$ cat src/rtl/alu8_pkg.sv
package alu8_pkg;

  typedef enum logic [4:0] {
    OP_ADD    = 5'd0,
    OP_ADC    = 5'd1,
    OP_SUB    = 5'd2,
    OP_SBC    = 5'd3,
    OP_CMP    = 5'd4,
    OP_CMPC   = 5'd5,
    OP_AND    = 5'd6,
    OP_OR     = 5'd7,
    OP_XOR    = 5'd8,
    OP_COM    = 5'd9,
    OP_NEG    = 5'd10,
    OP_INC    = 5'd11,
    OP_DEC    = 5'd12,
    OP_SETB   = 5'd13,
    OP_CLRB   = 5'd14,
    OP_TST    = 5'd15,
    OP_SETALL = 5'd16,
    OP_WADD   = 5'd17,
    OP_WSUB   = 5'd18
  } alu_op_e;

  localparam int FLAG_W = 6;
  localparam int FL_C = 0;
  localparam int FL_Z = 1;
  localparam int FL_N = 2;
  localparam int FL_V = 3;
  localparam int FL_S = 4;
  localparam int FL_H = 5;

  // write masks, bit order H S V N Z C
  localparam logic [FLAG_W-1:0] M_ARITH = 6'b111111;
  localparam logic [FLAG_W-1:0] M_CNZVS = 6'b011111;
  localparam logic [FLAG_W-1:0] M_NZVS  = 6'b011110;

  function automatic logic is_word_op(alu_op_e op);
    return (op == OP_WADD) || (op == OP_WSUB);
  endfunction

endpackage

$ cat src/rtl/alu8_word_slice.sv
// Add or subtract of two W-bit values with carry in, carry/borrow out.
module alu8_word_slice #(
  parameter int W = 8
) (
  input  logic         sub,
  input  logic [W-1:0] a,
  input  logic [W-1:0] b,
  input  logic         cin,
  output logic [W-1:0] sum,
  output logic         cout
);
  logic [W:0] ext;
  logic [W:0] cin_ext;

  assign cin_ext = {{W{1'b0}}, cin};

  always_comb begin
    if (sub) ext = {1'b0, a} - {1'b0, b} - cin_ext;
    else     ext = {1'b0, a} + {1'b0, b} + cin_ext;
  end

  assign sum  = ext[W-1:0];
  assign cout = ext[W];
endmodule

$ cat src/rtl/alu8_byte_unit.sv
// Single-cycle byte operations: result, write enable and masked flags.
module alu8_byte_unit
  import alu8_pkg::*;
#(
  parameter int W = 8
) (
  input  alu_op_e           op,
  input  logic [W-1:0]      a,
  input  logic [W-1:0]      b,
  input  logic [FLAG_W-1:0] fl_old,
  output logic [W-1:0]      res,
  output logic [FLAG_W-1:0] fl_new,
  output logic              wr
);
  localparam int HW = W / 2;
  localparam logic [W-1:0] ONE  = {{(W-1){1'b0}}, 1'b1};
  localparam logic [W-1:0] MINV = {1'b1, {(W-1){1'b0}}};
  localparam logic [W-1:0] MAXV = {1'b0, {(W-1){1'b1}}};

  logic          sub_sel;
  logic          cin;
  logic          keep_z;
  logic [W-1:0]  ar_sum;
  logic          ar_c;
  logic [HW-1:0] hf_sum;
  logic          hf_c;

  assign sub_sel = op inside {OP_SUB, OP_SBC, OP_CMP, OP_CMPC};
  assign cin     = (op inside {OP_ADC, OP_SBC, OP_CMPC}) & fl_old[FL_C];
  assign keep_z  = op inside {OP_SBC, OP_CMPC};

  // full-width path gives C, lower-half path gives H
  alu8_word_slice #(.W(W)) i_full (
    .sub(sub_sel), .a(a), .b(b), .cin(cin), .sum(ar_sum), .cout(ar_c)
  );
  alu8_word_slice #(.W(HW)) i_half (
    .sub(sub_sel), .a(a[HW-1:0]), .b(b[HW-1:0]), .cin(cin),
    .sum(hf_sum), .cout(hf_c)
  );

  logic [FLAG_W-1:0] mask;
  logic [FLAG_W-1:0] fl_upd;
  logic              c_val, v_val, h_val, z_val, n_val;

  always_comb begin
    res   = a;
    wr    = 1'b1;
    mask  = '0;
    c_val = fl_old[FL_C];
    h_val = fl_old[FL_H];
    v_val = 1'b0;
    case (op)
      OP_ADD, OP_ADC: begin
        res   = ar_sum;
        mask  = M_ARITH;
        c_val = ar_c;
        h_val = hf_c;
        v_val = (a[W-1] == b[W-1]) && (ar_sum[W-1] != a[W-1]);
      end
      OP_SUB, OP_SBC, OP_CMP, OP_CMPC: begin
        res   = ar_sum;
        mask  = M_ARITH;
        c_val = ar_c;
        h_val = hf_c;
        v_val = (a[W-1] != b[W-1]) && (ar_sum[W-1] != a[W-1]);
        wr    = !(op inside {OP_CMP, OP_CMPC});
      end
      OP_AND:  begin res = a & b;  mask = M_NZVS; end
      OP_OR:   begin res = a | b;  mask = M_NZVS; end
      OP_XOR:  begin res = a ^ b;  mask = M_NZVS; end
      OP_SETB: begin res = a | b;  mask = M_NZVS; end
      OP_CLRB: begin res = a & ~b; mask = M_NZVS; end
      OP_TST:  begin res = a;      mask = M_NZVS; end
      OP_COM: begin
        res   = ~a;
        mask  = M_CNZVS;
        c_val = 1'b1;
      end
      OP_NEG: begin
        res   = '0 - a;
        mask  = M_CNZVS;
        c_val = |a;
        v_val = (a == MINV);
      end
      OP_INC: begin
        res   = a + ONE;
        mask  = M_NZVS;
        v_val = (a == MAXV);
      end
      OP_DEC: begin
        res   = a - ONE;
        mask  = M_NZVS;
        v_val = (a == MINV);
      end
      OP_SETALL: res = '1;
      default:   wr = 1'b0;
    endcase
    z_val  = (res == '0) && (!keep_z || fl_old[FL_Z]);
    n_val  = res[W-1];
    fl_upd = {h_val, n_val ^ v_val, v_val, n_val, z_val, c_val};
    fl_new = (fl_upd & mask) | (fl_old & ~mask);
  end
endmodule

$ cat src/rtl/alu8_out_reg.sv
// Result and status register with valid/ready hold.
module alu8_out_reg #(
  parameter int W  = 8,
  parameter int FW = 6
) (
  input  logic          clk,
  input  logic          rst_n,
  input  logic          load,
  input  logic [W-1:0]  d_lo,
  input  logic [W-1:0]  d_hi,
  input  logic          d_wr,
  input  logic [FW-1:0] d_fl,
  input  logic          out_ready,
  output logic          q_valid,
  output logic [W-1:0]  q_lo,
  output logic [W-1:0]  q_hi,
  output logic          q_wr,
  output logic [FW-1:0] q_fl,
  output logic          free
);
  assign free = !q_valid || out_ready;

  always_ff @(posedge clk) begin
    if (!rst_n) begin
      q_valid <= 1'b0;
      q_lo    <= '0;
      q_hi    <= '0;
      q_wr    <= 1'b0;
      q_fl    <= '0;
    end else if (load) begin
      q_valid <= 1'b1;
      q_lo    <= d_lo;
      q_hi    <= d_hi;
      q_wr    <= d_wr;
      q_fl    <= d_fl;
    end else if (out_ready) begin
      q_valid <= 1'b0;
    end
  end
endmodule

$ cat src/rtl/alu8_flagged.sv
module alu8_flagged
  import alu8_pkg::*;
#(
  parameter int W  = 8,
  parameter int KW = 6
) (
  input  logic              clk,
  input  logic              rst_n,
  input  logic              in_valid,
  output logic              in_ready,
  input  logic [4:0]        in_op,
  input  logic [W-1:0]      in_a,
  input  logic [W-1:0]      in_b,
  input  logic [W-1:0]      in_hi,
  output logic              out_valid,
  input  logic              out_ready,
  output logic [W-1:0]      out_lo,
  output logic [W-1:0]      out_hi,
  output logic              out_wr,
  output logic [FLAG_W-1:0] flags
);
  localparam int PAD = W - KW;

  alu_op_e op_e;
  logic    op_word;
  logic    out_free;
  logic    busy_q;
  logic    take, byte_go, word_go, word_fin, load;

  assign op_e     = alu_op_e'(in_op);
  assign op_word  = is_word_op(op_e);
  assign in_ready = !busy_q && out_free;
  assign take     = in_valid && in_ready;
  assign byte_go  = take && !op_word;
  assign word_go  = take && op_word;
  assign word_fin = busy_q && out_free;
  assign load     = byte_go || word_fin;

  // byte path
  logic [W-1:0]      b_res;
  logic [FLAG_W-1:0] b_fl;
  logic              b_wr;

  alu8_byte_unit #(.W(W)) i_byte (
    .op(op_e), .a(in_a), .b(in_b), .fl_old(flags),
    .res(b_res), .fl_new(b_fl), .wr(b_wr)
  );

  // word path, first half: low byte against the zero-extended immediate
  logic [W-1:0] lo_sum;
  logic         lo_c;
  logic [W-1:0] imm_ext;

  assign imm_ext = {{PAD{1'b0}}, in_b[KW-1:0]};

  alu8_word_slice #(.W(W)) i_lo (
    .sub(op_e == OP_WSUB), .a(in_a), .b(imm_ext), .cin(1'b0),
    .sum(lo_sum), .cout(lo_c)
  );

  logic [W-1:0] w_lo_q, w_hi_q;
  logic         w_c_q, w_sub_q;

  always_ff @(posedge clk) begin
    if (!rst_n) begin
      busy_q  <= 1'b0;
      w_lo_q  <= '0;
      w_hi_q  <= '0;
      w_c_q   <= 1'b0;
      w_sub_q <= 1'b0;
    end else if (word_go) begin
      busy_q  <= 1'b1;
      w_lo_q  <= lo_sum;
      w_hi_q  <= in_hi;
      w_c_q   <= lo_c;
      w_sub_q <= (op_e == OP_WSUB);
    end else if (word_fin) begin
      busy_q  <= 1'b0;
    end
  end

  // word path, second half: high byte absorbs the low carry or borrow
  logic [W-1:0]      hi_sum;
  logic              hi_c;
  logic [FLAG_W-1:0] w_fl;
  logic              w_n, w_v;

  alu8_word_slice #(.W(W)) i_hi (
    .sub(w_sub_q), .a(w_hi_q), .b('0), .cin(w_c_q),
    .sum(hi_sum), .cout(hi_c)
  );

  always_comb begin
    w_n = hi_sum[W-1];
    if (w_sub_q) w_v = w_hi_q[W-1] && !hi_sum[W-1];
    else         w_v = !w_hi_q[W-1] && hi_sum[W-1];
    w_fl       = flags;
    w_fl[FL_C] = hi_c;
    w_fl[FL_Z] = ({hi_sum, w_lo_q} == '0);
    w_fl[FL_N] = w_n;
    w_fl[FL_V] = w_v;
    w_fl[FL_S] = w_n ^ w_v;
  end

  alu8_out_reg #(.W(W), .FW(FLAG_W)) i_out (
    .clk(clk), .rst_n(rst_n), .load(load),
    .d_lo(busy_q ? w_lo_q : b_res),
    .d_hi(busy_q ? hi_sum : '0),
    .d_wr(busy_q ? 1'b1 : b_wr),
    .d_fl(busy_q ? w_fl : b_fl),
    .out_ready(out_ready),
    .q_valid(out_valid), .q_lo(out_lo), .q_hi(out_hi),
    .q_wr(out_wr), .q_fl(flags), .free(out_free)
  );
endmodule

$ cat config.mk
export PLATFORM = sky130hd
export DESIGN_NAME = alu8_flagged
export DESIGN_NICKNAME = d
export VERILOG_FILES = /design/src/rtl/alu8_pkg.sv /design/src/rtl/alu8_word_slice.sv /design/src/rtl/alu8_byte_unit.sv /design/src/rtl/alu8_out_reg.sv /design/src/rtl/alu8_flagged.sv
export SDC_FILE = /design/constraint.sdc
export NUM_CORES = 1
export LEC_CHECK = 0
export ABC_AREA = 1
export ABC_CLOCK_PERIOD_IN_PS = 3190
export CORE_ASPECT_RATIO = 0.8
export CORE_MARGIN = 2
export CORE_UTILIZATION = 50
export DETAILED_ROUTE_END_ITERATION = 6
export PLACE_DENSITY = 0.73
export SETUP_SLACK_MARGIN = 0.15
export SKIP_LAST_GASP = 1
export SYNTH_ARGS = -nofsm -noshare
export SYNTH_HDL_FRONTEND = slang
export SYNTH_SLANG_ARGS = --single-unit
$ cat constraint.sdc
create_clock -name clk -period 3.19 [get_ports clk]
set_input_delay 0.319 -clock clk [delete_from_list [all_inputs] [get_ports clk]]
set_output_delay 0.319 -clock clk [all_outputs]
set_load 0.02 [all_outputs]
# Yosys cells after proc, flatten, opt, wreduce, memory -nomap -nowiden
# Cells that the tools add are included.
op_classes:
  add_sub_neg: 15
  n_eq_ne: 23
  muxes: 19
  bitwise: 14
  n_reduce_logical: 40
op_table:
  columns: ["cell", "count"]
  rows:
  - ["$pmux 8 s10", 1]
  - ["$eq 5x4->1 const B", 8]
  - ["$mux 9", 3]
  - ["$eq 5x3->1 const B", 4]
  - ["$pmux 6 s3", 1]
  - ["$and 8x8->8", 2]
  - ["$logic_not 16->1", 1]
  - ["$mux 8", 2]
  - ["$not 8->8", 2]
  - ["$reduce_or 8->1", 2]
  - ["$eq 5x5->1 const B", 3]
  - ["$reduce_or 13->1", 1]
  - ["$and 6x6->6", 2]
  - ["$eq 5x2->1 const B", 2]
  - ["$logic_and 1x1->1", 10]
  - ["$mux 5", 2]
  - ["$add 8x1->9", 1]
  - ["$add 8x6->9", 1]
  - ["$add 8x8->9", 1]
  - ["$add 9x1->9", 1]
  - ["$sub 8x1->9", 1]
  - ["$sub 8x6->9", 1]
  - ["$sub 8x8->9", 1]
  - ["$sub 9x1->9", 1]
  - ["34 further kinds", 57]
word_totals:
  reg_bits: 43
  inputBits: 33

# Longest topological paths before layout
depth:
  depth_word: 12
  ltp_mapped: 26
  ltp_nobuf: 25

# Cells and area by module
# A second synthesis with hierarchy kept.
hier_totals:
  hier_cells: 1194
  area_unflattened_um2: 6966.7
modules_own_cells:
  columns: ["module", "instances", "cells_each", "area_per_inst_um2", "seq_area_each_um2"]
  rows:
  - ["alu8_word_slice (i_hi ...)", 2, 175, 1001.0, 0.0]
  - ["alu8_byte_unit", 1, 336, 1647.8, 0.0]
  - ["alu8_flagged", 1, 175, 1124.8, 380.4]
  - ["alu8_word_slice (i_byte.i_full)", 1, 170, 979.7, 0.0]
  - ["alu8_out_reg", 1, 104, 839.6, 480.5]
  - ["alu8_word_slice (i_byte.i_half)", 1, 59, 372.9, 0.0]

# Worst setup path after synthesis
# No wires, ideal clock.
synth_timing:
  kind: "input to register"
  start: "input in_op[1]"
  end: "register with a tool-made name"
  setup_ns: 0.109
  t_arrival_ns: 2.772
  required_time_ns: 3.081
  path_slack_ns: 0.309
  path_stages: 25
  cell_sequence: "buf_2 > nand2_1 > inv_1 > nand3_1 > nand2_1 > nor2_2 > inv_1 > nand2_1 > fa_1 > ha_1 > inv_1 > o21ai_0 > nand3_1 > nand3_1 > nand2_1 > nand3_1 > nand2_1 > nand2_1 > nand2_1 > o21ai_1 > nor2_1 > nand2_1 > nand3_1 > nand2_1 > inv_1"
synth_lines:
  columns: ["item", "line_no", "text"]
  rows:
  - ["start: declaration", "alu8_flagged.sv:11", "input logic [4:0] in_op,"]

==> flow_summary_export.csv <==
group,metric,value,unit
finish,fill_cells,883,
floorplanning,fp.dieW,115.3,um
worst_setup_path,arrival,3.05,ns
clock_network,cts_htree_levels,2,
synth,syn_avg_cell_area,6.070,um2
finish,regArea,860.8,um2
worst_setup_path,slowest_delay,0.41,ns
finish,layout.nets,1045,
floorplanning,initial_core_util,51.34,%
power,irDropWorstVdd,0.2772,mV
synth,synth_cells,816,
global_routing,grt_usage,35.94,%
hold_path,hold_class,"reg -> reg",
worst_setup_path,critPathSlowestCell,"fa_2",
place,place.gp.congestion,1.003,
floorplanning,fp-row-count,32,
timing,rsz0062_at_grt,"false",
timing,tightest_slew,0.6876,ns
floorplanning,coreArea,9649,um2
clock_network,holdBufCountCts,0,
worst_setup_path,crit_chain,"buf_4, inv_2, nor2_2, nand3_2, nand2_2, nor2_4, inv_2, nand2_4, inv_2, fa_2, fa_2, xnor2_2, nand3_1, nand2_1, inv_1, nand2_1, nand2_1, nor2_1, nand3_1, nor2_1, nand3_1, nor2_1, nand3_1, a21oi_1",
finish,layout-drive-gt1-share,16.26,%
outcome,status,"complete, no violations",
drt,avgRoutedWirePerCell,17.16,um
place,port_buffers,57,
synth,syn-num-nets,909,
finish,n_antenna_cell,0,
timing,fin_crit,2.823,ns
synth,synth_edf_count,0,
drt,routed_wl,18690,um
worst_setup_path,crit_top_cell,"nand3_1",
global_routing,grt_remaining_overflow,0,
timing,fin_setup_tns,0,ns
drt,final_antenna_net_count,0,
worst_setup_path,crit_buf_inv,5,
synth,synthesis.area,4954,um2
timing,worst_hold_slack,0.4635,ns
floorplanning,num_io_pins,58,
job,maxCapViolCount,0,
synth,synth_cell_types,36,
power,power,2.006,mW
clock_network,cts_buffer_depth,2,
synth,yosys_warnings,0,
clock_network,cts_buffers,5,
power,powerDensity,308.3,nW/um2
floorplanning,die-height,93.03,um
clock_network,clk_latency,0.29,ns
timing,period_share,88.49,%
drt,drt_drc_violations_left,0,
worst_setup_path,start_kind,"primary input",
finish,multiInputGateArea,3666,um2
worst_setup_path,crit_family,"simple AND/OR/NAND/NOR gates",
timing,setup_violations,0,
timing,relSlewSlack,52.97,%
worst_setup_path,critPathKind,"in -> reg",
global_routing,grt_pass1_vias,5774,
worst_setup_path,reg2reg_slack,0.49,ns
clock_network,cts_root_buf,"clkbuf_16",
power,power_leakage,3.325,nW
floorplanning,dieArea,10720,um2
clock_network,cts.sinks,43,
clock_network,cts_tree,"built",
global_routing,antenna_found_initial,0,
worst_setup_path,crit_required,3.41,ns
global_routing,grt_pass1_wl,29930,um
worst_setup_path,crit_fanout,5,
global_routing,grt_max_degree,28,
finish,final_common_cell,"nand2_1",
worst_setup_path,cp-end-kind,"flip-flop",
clock_network,clk_pin_slew,0.06,ns
timing,final-hold-violation-count,0,
place,dp_hpwl,15060,um
synth,ys_ff_latch,43,
synth,synth-main-ff-cell,"dfxtp_1",
drt,vias,6054,
timing,max_freq,354.3,MHz
drt,drt_iter0_drc,680,
drt,dr.pass1.iters,5,
drt,viasPerCell,5.559,
finish,area_growth_syn_to_layout,31.35,%
timing,finClkSkew,0.003407,ns
finish,mostFrequentLayoutCells,"nand2_1 (187), inv_1 (99), buf_4 (87)",
synth,synth-async-reset-ratio,0,%
timing,drv_slew,0,
synth,seq_area_frac_synth,17.38,%
## where the power goes
part	switching, mW	leakage, nW	internal (mW)	total [mW]
registers	0.0190	0.350	0.563	0.582
clock network	0.215	0.0669	0.289	0.504
logic	0.538	2.91	0.382	0.920
## worst paths after layout
kind | endpoint | cells past startpoint | from
worst max-delay path | flip-flop | 24 | in_op[0]
worst min-delay path | i_out.q_hi[3] | 2 | i_out.q_hi[3]
worst max register to register | flip-flop | 14 | w_c_q
worst min register to register | i_out.q_hi[3] | 2 | i_out.q_hi[3]
## synthesized netlist by cell type (10+ instances only)
cell	instances	share of area (%)
o21ai_0	51	5.2
xor2_1	13	2.3
nand3_1	81	8.2
nor2_2	12	1.5
inv_2	10	0.76
a21oi_1	62	6.3
nor3_1	14	1.4
dfxtp_1	43	17
nor2_1	83	6.3
nand4_1	12	1.5
inv_1	103	7.8
nand2_1	191	14
ha_1	53	13
## worst min-delay path, delay by kind of cell, from the launching register on
kind	cells	cell delay (ns)
AO/OA/AOI/OAI	1	0.05
AND/OR/NAND/NOR	1	0.06
flip-flops	1	0.31
## cells by family after synthesis
logic type,after synthesis,share of synthesized area (%)
compound gates,153,17.13
xor+xnor,22,3.890
fa+ha+maj,60,16.22
buf+inv,130,10.00
flops,43,17.38
simple gates,408,35.39
## what timing repair did
action,in CTS,in global routing
setup buffers,0,3
gates resized for setup,13,31
pin swaps,0,14
cloned,0,0
setup endpoints to repair,11,14
## metal layers
layer  track usage (%)  routed length, um  up-vias  part of all wire, %
met4             10.54                531        0                  2.8
met1             53.47               8632     2712                   46
met3             7.971               2048       42                   11
li1                  -                  -     2960                    -
met2             51.42               7477      340                   40
met5                 0                  0        -                    0
## through the flow
stage          util [%]  cells  worst slack (ns)  cell area (um2)
2_1_floorplan         -    816            0.3094             4954
3_3_place_gp      65.15   1078           -0.2799             6286
3_5_place_dp      65.15   1078           -0.5015             6286
4_1_cts           66.78   1086            0.1696             6444
5_1_grt           67.43   1089            0.1212             6506
6_report          67.43   1089            0.3673             6506
## layout make-up
type,instances,area share (%)
clock inverters,2,0.1923
flip-flops and latches,43,13.23
repair buffers,144,19.00
multi-input cells,643,56.35
clock buffers,6,1.981
inverters,115,6.635
well taps,136,2.615
(Power assumes the default switching activity.)
